==> src/rtl/flash_seq_pkg.sv <==
package flash_seq_pkg;
  localparam int WORD_W = 16;

  typedef enum logic [1:0] {
    OP_BYTE  = 2'b00,
    OP_WORD  = 2'b01,
    OP_ERASE = 2'b10,
    OP_RSVD  = 2'b11
  } op_e;

  typedef enum logic [1:0] {
    ST_IDLE   = 2'd0,
    ST_PULSE  = 2'd1,
    ST_SETTLE = 2'd2,
    ST_VERIFY = 2'd3
  } st_e;
endpackage

==> src/rtl/flash_seq_timer.sv <==
module flash_seq_timer #(
  parameter int TW = 20
) (
  input  logic          clk,
  input  logic          rst_n,
  input  logic          load,
  input  logic [TW-1:0] load_val,
  output logic          expired
);
  logic [TW-1:0] cnt_q;

  always_ff @(posedge clk or negedge rst_n) begin
    if (!rst_n)          cnt_q <= '0;
    else if (load)       cnt_q <= load_val;
    else if (cnt_q != 0) cnt_q <= cnt_q - 1'b1;
  end

  assign expired = (cnt_q == '0);
endmodule

==> src/rtl/flash_seq_verify.sv <==
module flash_seq_verify
  import flash_seq_pkg::*;
#(
  parameter int ADDR_W = 15
) (
  input  logic              clk,
  input  logic              rst_n,
  input  logic              scan_start,
  input  logic              scan_step,
  input  logic              erase_mode,
  input  logic              byte_mode,
  input  logic              odd_lane,
  input  logic [WORD_W-1:0] tgt_data,
  input  logic [WORD_W-1:0] rdata,
  output logic [ADDR_W-1:0] scan_addr,
  output logic              scan_last,
  output logic [1:0]        lane_be,
  output logic [WORD_W-1:0] wr_word,
  output logic              match
);
  localparam int WA_W = ADDR_W - 1;

  logic [WA_W-1:0]   word_q;
  logic [WORD_W-1:0] mask;
  logic [WORD_W-1:0] expect_w;

  always_ff @(posedge clk or negedge rst_n) begin
    if (!rst_n)          word_q <= '0;
    else if (scan_start) word_q <= '0;
    else if (scan_step)  word_q <= word_q + 1'b1;
  end

  assign scan_addr = {word_q, 1'b0};
  assign scan_last = &word_q;

  always_comb begin
    if (erase_mode)     lane_be = 2'b11;
    else if (byte_mode) lane_be = odd_lane ? 2'b01 : 2'b10;
    else                lane_be = 2'b11;
  end

  assign wr_word  = byte_mode ? {tgt_data[7:0], tgt_data[7:0]} : tgt_data;
  assign mask     = {{8{lane_be[1]}}, {8{lane_be[0]}}};
  assign expect_w = erase_mode ? {WORD_W{1'b1}} : wr_word;
  assign match    = (((rdata ^ expect_w) & mask) == '0);
endmodule

==> src/rtl/flash_seq_ctrl.sv <==
module flash_seq_ctrl
  import flash_seq_pkg::*;
#(
  parameter int ADDR_W    = 15,
  parameter int TW        = 20,
  parameter int CW        = 6,
  parameter int PP_CYC    = 200,
  parameter int PS_CYC    = 80,
  parameter int EP_CYC    = 800000,
  parameter int ES_CYC    = 8000,
  parameter int PROG_MAX  = 50,
  parameter int ERASE_MAX = 5
) (
  input  logic              clk,
  input  logic              rst_n,
  input  logic              cmd_valid,
  input  logic [1:0]        cmd_op,
  input  logic [ADDR_W-1:0] cmd_addr,
  input  logic [WORD_W-1:0] cmd_data,
  input  logic              vpp_ok,
  input  logic              tmr_expired,
  input  logic              vfy_match,
  input  logic              scan_last,
  output logic              cmd_ready,
  output logic              busy,
  output logic              done,
  output logic              fail,
  output logic              prog_en,
  output logic              erase_en,
  output logic              tmr_load,
  output logic [TW-1:0]     tmr_val,
  output logic              scan_start,
  output logic              scan_step,
  output logic              erase_mode,
  output logic              byte_mode,
  output logic [ADDR_W-1:0] tgt_addr,
  output logic [WORD_W-1:0] tgt_data
);
  localparam logic [TW-1:0] PP_M1 = TW'(PP_CYC - 1);
  localparam logic [TW-1:0] PS_M1 = TW'(PS_CYC - 1);
  localparam logic [TW-1:0] EP_M1 = TW'(EP_CYC - 1);
  localparam logic [TW-1:0] ES_M1 = TW'(ES_CYC - 1);
  localparam logic [CW-1:0] P_LIM = CW'(PROG_MAX);
  localparam logic [CW-1:0] E_LIM = CW'(ERASE_MAX);

  st_e               st_q, st_d;
  op_e               op_q;
  logic [ADDR_W-1:0] addr_q;
  logic [WORD_W-1:0] data_q;
  logic [CW-1:0]     used_q, used_d;
  logic [CW-1:0]     left_q, left_d;
  logic              mgn_q, mgn_d;
  logic              done_d, fail_d, take;

  logic              is_erase;
  logic [TW-1:0]     pulse_m1, settle_m1;
  logic [CW-1:0]     limit;
  op_e               new_op;
  logic              bad_cmd;

  assign is_erase  = (op_q == OP_ERASE);
  assign pulse_m1  = is_erase ? EP_M1 : PP_M1;
  assign settle_m1 = is_erase ? ES_M1 : PS_M1;
  assign limit     = is_erase ? E_LIM : P_LIM;
  assign new_op    = op_e'(cmd_op);
  assign bad_cmd   = !vpp_ok || (new_op == OP_RSVD) ||
                     ((new_op == OP_WORD) && cmd_addr[0]);

  always_comb begin
    st_d       = st_q;
    used_d     = used_q;
    left_d     = left_q;
    mgn_d      = mgn_q;
    done_d     = 1'b0;
    fail_d     = 1'b0;
    take       = 1'b0;
    tmr_load   = 1'b0;
    tmr_val    = '0;
    scan_start = 1'b0;
    scan_step  = 1'b0;
    unique case (st_q)
      ST_IDLE: begin
        if (cmd_valid) begin
          take = 1'b1;
          if (bad_cmd) begin
            fail_d = 1'b1;
          end else begin
            st_d     = ST_PULSE;
            used_d   = '0;
            left_d   = '0;
            mgn_d    = 1'b0;
            tmr_load = 1'b1;
            tmr_val  = (new_op == OP_ERASE) ? EP_M1 : PP_M1;
          end
        end
      end
      ST_PULSE: begin
        if (tmr_expired) begin
          st_d     = ST_SETTLE;
          tmr_load = 1'b1;
          tmr_val  = settle_m1;
          if (mgn_q) left_d = left_q - 1'b1;
          else       used_d = used_q + 1'b1;
        end
      end
      ST_SETTLE: begin
        if (tmr_expired) begin
          if (mgn_q) begin
            if (left_q == '0) begin
              st_d   = ST_IDLE;
              done_d = 1'b1;
            end else begin
              st_d     = ST_PULSE;
              tmr_load = 1'b1;
              tmr_val  = pulse_m1;
            end
          end else begin
            st_d       = ST_VERIFY;
            scan_start = 1'b1;
          end
        end
      end
      ST_VERIFY: begin
        if (!vfy_match) begin
          if (used_q == limit) begin
            st_d   = ST_IDLE;
            fail_d = 1'b1;
          end else begin
            st_d     = ST_PULSE;
            tmr_load = 1'b1;
            tmr_val  = pulse_m1;
          end
        end else if (!is_erase || scan_last) begin
          st_d     = ST_PULSE;
          mgn_d    = 1'b1;
          left_d   = used_q;
          tmr_load = 1'b1;
          tmr_val  = pulse_m1;
        end else begin
          scan_step = 1'b1;
        end
      end
      default: st_d = ST_IDLE;
    endcase
    if ((st_q != ST_IDLE) && !vpp_ok) begin
      st_d      = ST_IDLE;
      fail_d    = 1'b1;
      done_d    = 1'b0;
      tmr_load  = 1'b0;
      scan_step = 1'b0;
    end
  end

  always_ff @(posedge clk or negedge rst_n) begin
    if (!rst_n) begin
      st_q   <= ST_IDLE;
      op_q   <= OP_BYTE;
      addr_q <= '0;
      data_q <= '0;
      used_q <= '0;
      left_q <= '0;
      mgn_q  <= 1'b0;
      done   <= 1'b0;
      fail   <= 1'b0;
    end else begin
      st_q   <= st_d;
      used_q <= used_d;
      left_q <= left_d;
      mgn_q  <= mgn_d;
      done   <= done_d;
      fail   <= fail_d;
      if (take) begin
        op_q   <= new_op;
        addr_q <= cmd_addr;
        data_q <= cmd_data;
      end
    end
  end

  assign busy       = (st_q != ST_IDLE);
  assign cmd_ready  = !busy;
  assign prog_en    = (st_q == ST_PULSE) && !is_erase;
  assign erase_en   = (st_q == ST_PULSE) && is_erase;
  assign erase_mode = is_erase;
  assign byte_mode  = (op_q == OP_BYTE);
  assign tgt_addr   = addr_q;
  assign tgt_data   = data_q;
endmodule

==> src/rtl/flash_pulse_seq.sv <==
module flash_pulse_seq
  import flash_seq_pkg::*;
#(
  parameter int ADDR_W          = 15,
  parameter int CYC_PER_US      = 8,
  parameter int PROG_PULSE_US   = 25,
  parameter int PROG_SETTLE_US  = 10,
  parameter int ERASE_PULSE_US  = 100000,
  parameter int ERASE_SETTLE_US = 1000,
  parameter int PROG_MAX        = 50,
  parameter int ERASE_MAX       = 5
) (
  input  logic              clk,
  input  logic              rst_n,
  input  logic              cmd_valid,
  output logic              cmd_ready,
  input  logic [1:0]        cmd_op,
  input  logic [ADDR_W-1:0] cmd_addr,
  input  logic [15:0]       cmd_data,
  input  logic              vpp_ok,
  output logic [ADDR_W-1:0] arr_addr,
  output logic [15:0]       arr_wdata,
  output logic [1:0]        arr_be,
  output logic              arr_prog_en,
  output logic              arr_erase_en,
  input  logic [15:0]       arr_rdata,
  output logic              busy,
  output logic              done,
  output logic              fail
);
  localparam int PP_CYC  = PROG_PULSE_US * CYC_PER_US;
  localparam int PS_CYC  = PROG_SETTLE_US * CYC_PER_US;
  localparam int EP_CYC  = ERASE_PULSE_US * CYC_PER_US;
  localparam int ES_CYC  = ERASE_SETTLE_US * CYC_PER_US;
  localparam int MAX_P   = (PP_CYC > PS_CYC) ? PP_CYC : PS_CYC;
  localparam int MAX_E   = (EP_CYC > ES_CYC) ? EP_CYC : ES_CYC;
  localparam int MAX_CYC = (MAX_P > MAX_E) ? MAX_P : MAX_E;
  localparam int TW      = $clog2(MAX_CYC + 1);
  localparam int MAX_N   = (PROG_MAX > ERASE_MAX) ? PROG_MAX : ERASE_MAX;
  localparam int CW      = $clog2(MAX_N + 1);

  logic              tmr_load, tmr_expired;
  logic [TW-1:0]     tmr_val;
  logic              scan_start, scan_step, scan_last;
  logic              erase_mode, byte_mode, vfy_match;
  logic [ADDR_W-1:0] tgt_addr, scan_addr;
  logic [WORD_W-1:0] tgt_data;

  flash_seq_ctrl #(
    .ADDR_W(ADDR_W), .TW(TW), .CW(CW),
    .PP_CYC(PP_CYC), .PS_CYC(PS_CYC), .EP_CYC(EP_CYC), .ES_CYC(ES_CYC),
    .PROG_MAX(PROG_MAX), .ERASE_MAX(ERASE_MAX)
  ) ctrl_i (
    .clk(clk), .rst_n(rst_n),
    .cmd_valid(cmd_valid), .cmd_op(cmd_op), .cmd_addr(cmd_addr),
    .cmd_data(cmd_data), .vpp_ok(vpp_ok),
    .tmr_expired(tmr_expired), .vfy_match(vfy_match), .scan_last(scan_last),
    .cmd_ready(cmd_ready), .busy(busy), .done(done), .fail(fail),
    .prog_en(arr_prog_en), .erase_en(arr_erase_en),
    .tmr_load(tmr_load), .tmr_val(tmr_val),
    .scan_start(scan_start), .scan_step(scan_step),
    .erase_mode(erase_mode), .byte_mode(byte_mode),
    .tgt_addr(tgt_addr), .tgt_data(tgt_data)
  );

  flash_seq_timer #(.TW(TW)) timer_i (
    .clk(clk), .rst_n(rst_n),
    .load(tmr_load), .load_val(tmr_val), .expired(tmr_expired)
  );

  flash_seq_verify #(.ADDR_W(ADDR_W)) verify_i (
    .clk(clk), .rst_n(rst_n),
    .scan_start(scan_start), .scan_step(scan_step),
    .erase_mode(erase_mode), .byte_mode(byte_mode), .odd_lane(tgt_addr[0]),
    .tgt_data(tgt_data), .rdata(arr_rdata),
    .scan_addr(scan_addr), .scan_last(scan_last),
    .lane_be(arr_be), .wr_word(arr_wdata), .match(vfy_match)
  );

  assign arr_addr = erase_mode ? scan_addr : tgt_addr;
endmodule

==> config.mk <==
export PLATFORM = sky130hd
export DESIGN_NAME = flash_pulse_seq
export DESIGN_NICKNAME = d
export VERILOG_FILES = /design/src/rtl/flash_seq_pkg.sv /design/src/rtl/flash_seq_timer.sv /design/src/rtl/flash_seq_verify.sv /design/src/rtl/flash_seq_ctrl.sv /design/src/rtl/flash_pulse_seq.sv
export SDC_FILE = /design/constraint.sdc
export NUM_CORES = 1
export LEC_CHECK = 0
export BUFFER_PORTS_ARGS = -buffer_cell sky130_fd_sc_hd__buf_2
export CAP_MARGIN = 10
export CORE_MARGIN = 2
export CORE_UTILIZATION = 61
export DETAILED_ROUTE_END_ITERATION = 10
export GPL_TIMING_DRIVEN = 0
export MAX_ROUTING_LAYER = met4
export PLACE_DENSITY_LB_ADDON = 0.05
export SLEW_MARGIN = 20
export SYNTH_ARGS = -nofsm -noshare
export SYNTH_HDL_FRONTEND = slang
export SYNTH_SLANG_ARGS = --single-unit
export TNS_END_PERCENT = 10
==> constraint.sdc <==
create_clock -name clk -period 8.6 [get_ports clk]
set_clock_uncertainty 0.2 [all_clocks]
set_input_delay 0.86 -clock clk [delete_from_list [all_inputs] [get_ports clk]]
set_output_delay 0.86 -clock clk [all_outputs]
set_load 0.01 [all_outputs]
Yosys cells after proc, flatten, opt, wreduce, memory -nomap -nowiden
Index checks and enable logic that the tools add are counted.
W data, S select, Z words.
{"block": "totals", "reg_bits": 84, "input_bits": 53, "output_inout_bits": 39, "wordCells": 145}
{"block": "op_classes", "add_sub_neg": 4, "n_eq_ne": 20, "mux": 81, "bitwise": 2, "reduce_logical": 27}
{"op": "$mux W20", "n": 13}
{"op": "$pmux W20 S4", "n": 1}
{"op": "$mux W6", "n": 9}
{"op": "$mux W1", "n": 35}
{"op": "$mux W16", "n": 2}
{"op": "$mux W14", "n": 2}
{"op": "$mux W2", "n": 11}
{"op": "$logic_not A20 Y1", "n": 1}
{"op": "$reduce_bool A20 Y1", "n": 1}
{"op": "$sub A20 B1 Y20 const B", "n": 1}
{"op": "$pmux W6 S3", "n": 1}
{"op": "$and A16 B16 Y16", "n": 1}
{"op": "$logic_not A16 Y1", "n": 1}
{"op": "$xor A16 B16 Y16", "n": 1}
{"op": "$mux W15", "n": 1}
{"op": "$reduce_and A5 Y1", "n": 3}
{"op": "$add A14 B1 Y14 const B", "n": 1}
{"op": "$reduce_and A14 Y1", "n": 1}
{"op": "$mux W13", "n": 1}
{"op": "$pmux W6 S2", "n": 1}
{"op": "$eq A2 B2 Y1 const B", "n": 5}
{"op": "$reduce_bool A2 Y1", "n": 5}
{"op": "$ne A2 B1 Y1 const B", "n": 4}
{"op": "$pmux W2 S4", "n": 1}
{"op": "other kinds (18)", "n": 31}

Longest topological paths before layout
Gate-level depths: netlist of the first run.
{"block": "logic_depth", "ltp_word": 11, "depth_mapped": 13, "ltp_nobuf": 10}

Cells and area by module
Synthesis of the first run repeated with hierarchy kept, for this count alone.
{"block": "unflattened", "hier_cells": 534, "area_unflattened_um2": 5306.3}
{"mod": "flash_seq_ctrl", "instances": 1, "cells_per_inst": 246, "area_per_inst_um2": 2642.5, "seq_area_each_um2": 1251.2}
{"mod": "flash_seq_verify", "instances": 1, "cells_per_inst": 148, "area_per_inst_um2": 1223.7, "seq_area_each_um2": 350.3}
{"mod": "flash_seq_timer", "instances": 1, "cells_per_inst": 123, "area_per_inst_um2": 1202.4, "seq_area_each_um2": 500.5}
{"mod": "flash_pulse_seq", "instances": 1, "cells_per_inst": 17, "area_per_inst_um2": 237.7, "seq_area_each_um2": 0.0}

Least setup slack after synthesis of the first run
Ideal clock, no wire load.
{"block": "synth_timing", "kind": "input-to-reg", "from": "input port arr_rdata[13]", "to": "register ctrl_i.left_q[2]", "setup_ns": 0.121, "t_arrival_ns": 2.970, "t_required_ns": 8.279, "path_slack_ns": 5.309, "path_stages": 12, "path_buffers": 2, "path_cell_list": "nor2b_1 -> o41ai_1 -> o21ai_1 -> nor3_1 -> a31oi_1 -> or2_1 -> buf_2 -> nand2b_1 -> a2111oi_2 -> buf_4 -> o21ai_0 -> a22o_1"}
{"block": "synth_between", "elab_chain_cells": 5}
{"element": "from (decl)", "line": "flash_pulse_seq.sv:26", "text": "input logic [15:0] arr_rdata,"}
{"element": "$xor A16 B16 Y16", "line": "flash_seq_verify.sv:45", "text": "assign match = (((rdata ^ expect_w) & mask) == '0);"}
{"element": "$and A16 B16 Y16", "line": "flash_seq_verify.sv:45"}
{"element": "$logic_not A16 Y1", "line": "flash_seq_verify.sv:45"}
{"element": "$ne A2 B1 Y1 (no line)"}
{"element": "$reduce_and A7 Y1 (no line)"}
{"element": "to (signal assigned)", "line": "flash_seq_ctrl.sv:168", "text": "left_q <= left_d;"}
{"element": "to (decl)", "line": "flash_seq_ctrl.sv:51", "text": "logic [CW-1:0] left_q, left_d;"}
No other way between the ends.
A chain may end at the register's enable or synchronous reset.

Worst setup path after layout of the first run
{"block": "layout_timing", "from": "input port arr_rdata[9]", "to": "register ctrl_i.left_q[5]"}
Same word-level chain as after synthesis.

==> results of run 1 <==
-- cells by family (layout without fill, tap and decap cells) --
kind of cell,count (synthesis),in the layout,synth area share (%)
XOR/XNOR,40,40,7.02
flip-flops,84,84,42.1
buffers and inverters,54,160,4.99
adder cells (fa/ha/maj),11,11,2.76
AO/OA/AOI/OAI,92,92,11.9
AND/OR/NAND/NOR,233,233,21.7
multiplexers,42,42,9.43
-- sequential cells by signal, summed over array words and instances (netlist names) --
| name | flops |
|---|---|
| timer_i.cnt_q | 20 |
| ctrl_i.st_q | 2 |
| ctrl_i.tgt_addr | 15 |
| verify_i.word_q | 14 |
| ctrl_i.mgn_q | 1 |
| ctrl_i.tgt_data | 16 |
| ctrl_i.fail | 1 |
| ctrl_i.left_q | 6 |
| ctrl_i.op_q | 2 |
| ctrl_i.used_q | 6 |
| ctrl_i.done | 1 |
-- metal layers --
layer	routed length, µm	GRT usage [%]
met3	702	3.99
met1	5300	38.6
met5	0	-
met2	5870	48.3
met4	218	9.42
-- stage by stage --
step / area (µm²) / utilization, % / power, µW
6_report: 5840 / 74.9 / 1950
5_1_grt: 5840 / 74.9 / 2090
4_1_cts: 5840 / 74.9 / 1950
3_5_place_dp: 5600 / 71.7 / 1590
3_3_place_gp: 5570 / 71.3 / 1560
2_1_floorplan: 4990 / - / 1300
-- area by class of cell --
cell class	count	area, µm²
Fill cell	586	1960
Tap cell	102	128
Buffer	31	163
Clock inverter	5	109
Clock buffer	10	138
Sequential cell	84	2100
Multi-Input combinational cell	418	2640
Inverter	23	86.3
Timing Repair Buffer	91	480
-- layout by cell type (no fill, tap or decap), types with 17 or more instances in the layout --
cell type   n
inv_1      23
xnor2_1    23
buf_2      93
nand2_1    83
o21ai_0    31
mux2_2     40
nor2_1     51
xor2_1     17
dfrtp_1    84
nand3_1    18
nor3_1     25
a21oi_1    18
-- cells in the mapped netlist, types with 4 or more instances --
cell type | count | share of area, %
nand3_1 | 18 | 1.8
or3_1 | 10 | 1.3
nand4_1 | 8 | 1.0
a32o_1 | 5 | 1.0
xnor2_1 | 23 | 4.0
buf_4 | 9 | 1.4
and3_1 | 4 | 0.50
xor2_1 | 17 | 3.0
nor2b_1 | 9 | 1.1
dfrtp_1 | 84 | 42
nor2_1 | 51 | 3.8
nor3_1 | 25 | 2.5
inv_1 | 23 | 1.7
clkbuf_1 | 14 | 1.1
o22ai_1 | 6 | 0.75
o21ai_1 | 5 | 0.50
o21ai_0 | 31 | 3.1
nand2_1 | 83 | 6.2
mux2_2 | 40 | 9.0
nor4_1 | 7 | 0.88
a21oi_1 | 18 | 1.8
ha_1 | 11 | 2.8
nand2b_1 | 5 | 0.63
buf_2 | 4 | 0.40
-- power by group --
group | internal [µW] | total [µW] | switching [µW]
clock network | 202 | 348 | 147
registers | 526 | 656 | 131
logic | 427 | 944 | 516
-- worst paths after layout --
check	from	end	depth (start not counted)
min in group clk	ctrl_i.tgt_addr[1]	ctrl_i.tgt_addr[1]	1
min	rst_n	ctrl_i.tgt_data[2]	1
max in group asynchronous	rst_n	timer_i.cnt_q[2]	2
min reg2reg	ctrl_i.tgt_addr[1]	ctrl_i.tgt_addr[1]	1
max reg2reg	ctrl_i.tgt_data[0]	ctrl_i.left_q[5]	13
max	arr_rdata[9]	ctrl_i.left_q[5]	12
==> results.md, run 1 <==
- FF+latch count, synth: 84
- Syn Area/Cell: 8.97 µm²
- Die H: 94.4 µm
- Post-DR wirelength/cell: 15.8 µm
- Largest net degree at the start of global routing: 56
- Postcts setup bufs: 0
- Synth Flop Type: dfrtp_1
- Final period util: 41.2%
- Final nets: 722
- Hold Vio Cnt, Final: 0
- Min-delay worst type: input pin to asynchronous set/reset pin
- Worst stage delay on the critical path: 0.56 ns
- Post-Syn Nets: 620
- CORE AREA: 7810 µm²
- Initial Util: 63.9%
- Width of the die: 94.4 µm
- Maximum clock frequency: 0.282 GHz
- Placer Congestion: 0.886
- Worst Max-Slew Pin Slew: 0.663 ns
- Internal reg-to-reg setup slack: 5.07 ns
- Avg Vias per Cell: 5.86
- RSZ-0062 raised after global routing: no
- I/O pin cnt: 92
- Total Wirelength: 12100 µm
- Most common cell on crit path: buf_2
- Overflow left after global routing: 0
- Post-synth EDFFs: 0
- Pleak: 0.00272 µW
- Hold_buf cts: 0
- Type of origin of the critical path: input pin
- Cell Area, Synth: 4990 µm²
- Global Route Usage Sum: 29.6%
- Required @ worst endpoint: 8.64 ns
- Synth Warn #: 0
- Smallest setup slack after layout: 5.06 ns
- ANT nets after route: 0
- Critical path class: input pin to flop
- Crit path DAT: 3.58 ns
- Total of max-cap violations: 0
- CTS tree: yes
- Clk slew on worst S/H paths: 0.09 ns
- Hpwl dp: 8760 µm
- Status: completed
- First-pass GRT wire length: 20400 µm
- Post-CTS Resized: 0
- Worst skew pair latency: 0.35 ns
- Cells after synthesis: 556
- Async S/R FF share, synth: 100%
- Top delay family on crit path: compound AO/OA/AOI/OAI gates
- Min Clock Period, post-route: 3.54 ns
- Peak supply drop: 0.000164 V
- Crit. End Element: flop
- TritonCTS buffer count: 9
- Final Non-Filler Cells: 764
- Diodes inserted: 0
- Vias in the first global route: 4327
- Initial DRC Count: 287
- Row count: 32
- CP max stage cell: a2111oi_2
- Clock Tree Buf Depth: 2
- Root buf cell: clkbuf_8
- H-Tree Depth: 3
- CP Buf/Inv Count: 3
- Drt first pass iters: 5
- Hold Slack: 0.242 ns
- Power Density: 333 nW/µm²
- # setup viols final: 0
- CTS Sinks: 84
- DP Cell Count: 749
- DRC Markers: 0
- DR vias: 4476
- Layout cells sized above 1: 24.8%
- Crit-path max FO: 10
- Antenna violations before repair: 0
- Slew HR: 55.5%
- Port bufs: 90
- Max-slew violation count: 0
- Crit-path cells: buf_2 > a222oi_1 > a221oi_1 > nor3_1 > a31oi_1 > or2_1 > buf_2 > nand2b_1 > a2111oi_2 > buf_4 > mux2i_1 > nand3_1
- Post-synthesis cell type count: 55
- Die area: 8920 µm²
- Fin Setup TNS: 0 ns
- Seq/Total Area, Yosys: 42.1%
- Setup WS pre-CTS: 4.73 ns
- Area grow syn2layout: 17.1%
Power figures use the tool's default switching activity.
==> run 2: changes to the inputs <==
--- a/config.mk
+++ b/config.mk
@@ -8,7 +8,7 @@
 export BUFFER_PORTS_ARGS = -buffer_cell sky130_fd_sc_hd__buf_2
 export CAP_MARGIN = 10
 export CORE_MARGIN = 2
-export CORE_UTILIZATION = 61
+export CORE_UTILIZATION = 56
 export DETAILED_ROUTE_END_ITERATION = 10
 export GPL_TIMING_DRIVEN = 0
 export MAX_ROUTING_LAYER = met4
==> constraint.sdc (replaced) <==
create_clock -name clk -period 3.71 [get_ports clk]
set_clock_uncertainty 0.2 [all_clocks]
set_input_delay 0.371 -clock clk [delete_from_list [all_inputs] [get_ports clk]]
set_output_delay 0.371 -clock clk [all_outputs]
set_load 0.01 [all_outputs]
==> run 2 against run 1 <==
- routed wire length grew 0.12%
- global-route usage fell by 3.5 points
- flip-flop and latch count stayed put
==> results.md, run 2 (same netlist as run 1, synthesis figures left out) <==
- Reg2reg path depth: 12 (-1)
- Pleak: 0.00273 µW (+0.35%)
- Antenna violations before repair: 0 (unchanged)
- Die area: 9680 µm² (+8.5%)
- Clock Tree Buf Depth: 2 (unchanged)
- RR Endpoint: timer_i.cnt_q[5]
- Maximum clock frequency: 0.290 GHz
- Crit-path cells: clkbuf_1 > xor2_1 > nor4_1 > a2111oi_0 > nor3_1 > a31oi_1 > or2_1 > buf_2 > mux2_2 > o21ai_0 > o21ai_1 > o21ai_0
- Row count: 34 (+6.3%)
- Final period util: 92.8%
- TritonCTS buffer count: 9 (unchanged)
- Overflow left after global routing: 0 (unchanged)
- Max-slew violation count: 0 (unchanged)
- Slew HR: 51.0% (-4.5 points)
- Drt first pass iters: 5 (unchanged)
- Setup WS pre-CTS: 0.260 ns (-4.47 ns)
- Combinational Power Share: 48.2% (-0.2 points)
- Critical path launch point: ctrl_i.tgt_data[0]
- Reg2Reg Launch Point: ctrl_i.tgt_data[0]
- Int Pwr: 2690 µW (+130%)
- Commonest non-fill, non-tap cell in the layout: buf_2
- Final nets: 723 (+0.14%)
- Initial Util: 57.5% (-6.4 points)
- Power Density: 768 nW/µm² (+130%)
- DRC Markers: 0 (unchanged)
- Min Clock Period, post-route: 3.44 ns
- Most flops, register: timer_i.cnt_q
- ANT nets after route: 0 (unchanged)
- Diodes inserted: 0 (unchanged)
- Crit. End Element: flop
- Post-DR wirelength/cell: 15.7 µm (-0.91%)
- Final Non-Filler Cells: 772 (+1.0%)
- CTS tree: yes
- Status: completed
- Port bufs: 90 (unchanged)
- Worst Max-Slew Pin Slew: 0.731 ns (+0.0673 ns)
- Min-delay worst type: input pin to flop
- Total Wirelength: 12100 µm (+0.12%)
- Required @ worst endpoint: 3.79 ns (-4.85 ns)
- Initial DRC Count: 240 (-16%)
- Clk slew on worst S/H paths: 0.09 ns (about the same)
- Peak supply drop: 0.000357 V (+120%)
- Vias in the first global route: 4258 (-1.6%)
- First-pass GRT wire length: 20000 µm (-2.1%)
- Hpwl dp: 9020 µm (+2.9%)
- Worst skew pair latency: 0.36 ns (about the same)
- Worst stage delay on the critical path: 0.43 ns (-0.13 ns)
- Crit-path max FO: 8 (-2)
- Type of origin of the critical path: flop
- Clock power frac: 18.1% (+0.2 points)
- Layout cells sized above 1: 24.7% (-0.075 points)
- Hold Path Sink: ctrl_i.tgt_addr[1]
- I/O pin cnt: 92 (unchanged)
- Hold wc startpoint: cmd_addr[1]
- Total of max-cap violations: 0 (unchanged)
- Max FFs per register: 20 (unchanged)
- DR vias: 4436 (-0.89%)
- Psw: 1830 µW (+130%)
- Root buf cell: clkbuf_8
- Die H: 98.4 µm (+4.2%)
- Most frequent cells in the layout: buf_2 (93), dfrtp_1 (84), nand2_1 (83)
- Smallest setup slack after layout: 0.266 ns (-4.79 ns)
- CORE AREA: 8680 µm² (+11%)
- Width of the die: 98.4 µm (+4.2%)
- Hold Vio Cnt, Final: 0 (unchanged)
- Critical path class: flop to flop
- H-Tree Depth: 3 (unchanged)
- RSZ-0062 raised after global routing: yes
- Internal reg-to-reg setup slack: 0.27 ns (-4.80 ns)
- Worst hold stages: 2
- Switch share: 40.5% (-0.25 points)
- Global Route Usage Sum: 26.1% (-3.5 points)
- Most common cell on crit path: o21ai_0
- CP max stage cell: a2111oi_0
- Placer Congestion: 0.910 (+2.7%)
- # setup viols final: 0 (unchanged)
- Area grow syn2layout: 17.8%
- DP Cell Count: 755 (+0.80%)
- CTS Sinks: 84 (unchanged)
- Register share of total power: 33.7% (about the same)
- Avg Vias per Cell: 5.75 (-1.9%)
- Crit path DAT: 3.52 ns (-0.06 ns)
- Largest net degree at the start of global routing: 55 (-1.8%)
[run 2: cell count changes in the layout (fill, tap and decap cells not counted)]
cell	change
a2111oi_2	-1
a2111oi_4	+1
clkbuf_1	+1
clkinv_4	+1
clkinvlp_4	-1
dlygate4sd3_1	+1
inv_6	+1
inv_8	-1
[run 2: through the flow]
stage	utilization [%]	total power, µW	TNS [ns]	hold WS (ns)	cell area [µm²]
detailed placement	64.6	3690	0	0.142	5610
global placement	64.2	3620	0	0.287	5580
global route	67.7	4840	-0.176	0.0321	5880
CTS	67.6	4510	0	0.0299	5860
floorplan	-	3010	0	-0.125	4990
finish	67.7	4510	0	0.0325	5880
[run 2: area by class of cell]
class | instances | area [µm²]
Fill cell | 719 | 2800
Multi-Input combinational cell | 418 | 2650
Sequential cell | 84 | 2100
Timing Repair Buffer | 92 | 490
Buffer | 31 | 163
Clock buffer | 11 | 141
Tap cell | 108 | 135
Clock inverter | 5 | 108
Inverter | 23 | 86.3
[run 2: power groups by stage]
stage / logic (µW) / registers, µW / clock network (µW)
after floorplan: 1570 / 1440 / 0
after global placement: 2100 / 1510 / 0
after detailed placement: 2160 / 1530 / 0
after CTS: 2170 / 1520 / 824
final: 2180 / 1520 / 817
after global routing: 2410 / 1570 / 864
[run 2: worst max-delay path, delay by kind of cell, from the launching register on]
kind	cells	cell delay [ns]
XOR/XNOR	1	0.19
flip-flops	1	0.35
AND/OR/NAND/NOR	3	0.33
buffers and inverters	2	0.49
AO/OA/AOI/OAI	5	1.46
multiplexers	1	0.35
[run 2: worst max-delay path by stage]
stage | endpoint | slack, ns | cells after the start
5_1_grt | timer_i.cnt_q[13] | -0.04 | 11
6_report | timer_i.cnt_q[5] | 0.27 | 12
4_1_cts | ctrl_i.left_q[2] | 0.23 | 13
3_5_place_dp | ctrl_i.left_q[2] | 0.26 | 13
2_1_floorplan | ctrl_i.left_q[2] | 0.67 | 13
3_3_place_gp | ctrl_i.left_q[2] | 0.30 | 13
[run 2: per-layer routing]
metal	up-vias	part of all wire (%)	track usage, %
met1	2164	43	33.2
met3	20	5.0	3.79
met5	-	0	-
met2	119	51	43.9
li1	2133	-	-
met4	0	1.4	6.85
[run 2: timing repair]
item	CTS	global route
hold endpoints to repair	30	0
endpoints found under the setup margin	0	10
hold buffers	1	0
buffers inserted	0	0
resized for setup	0	1
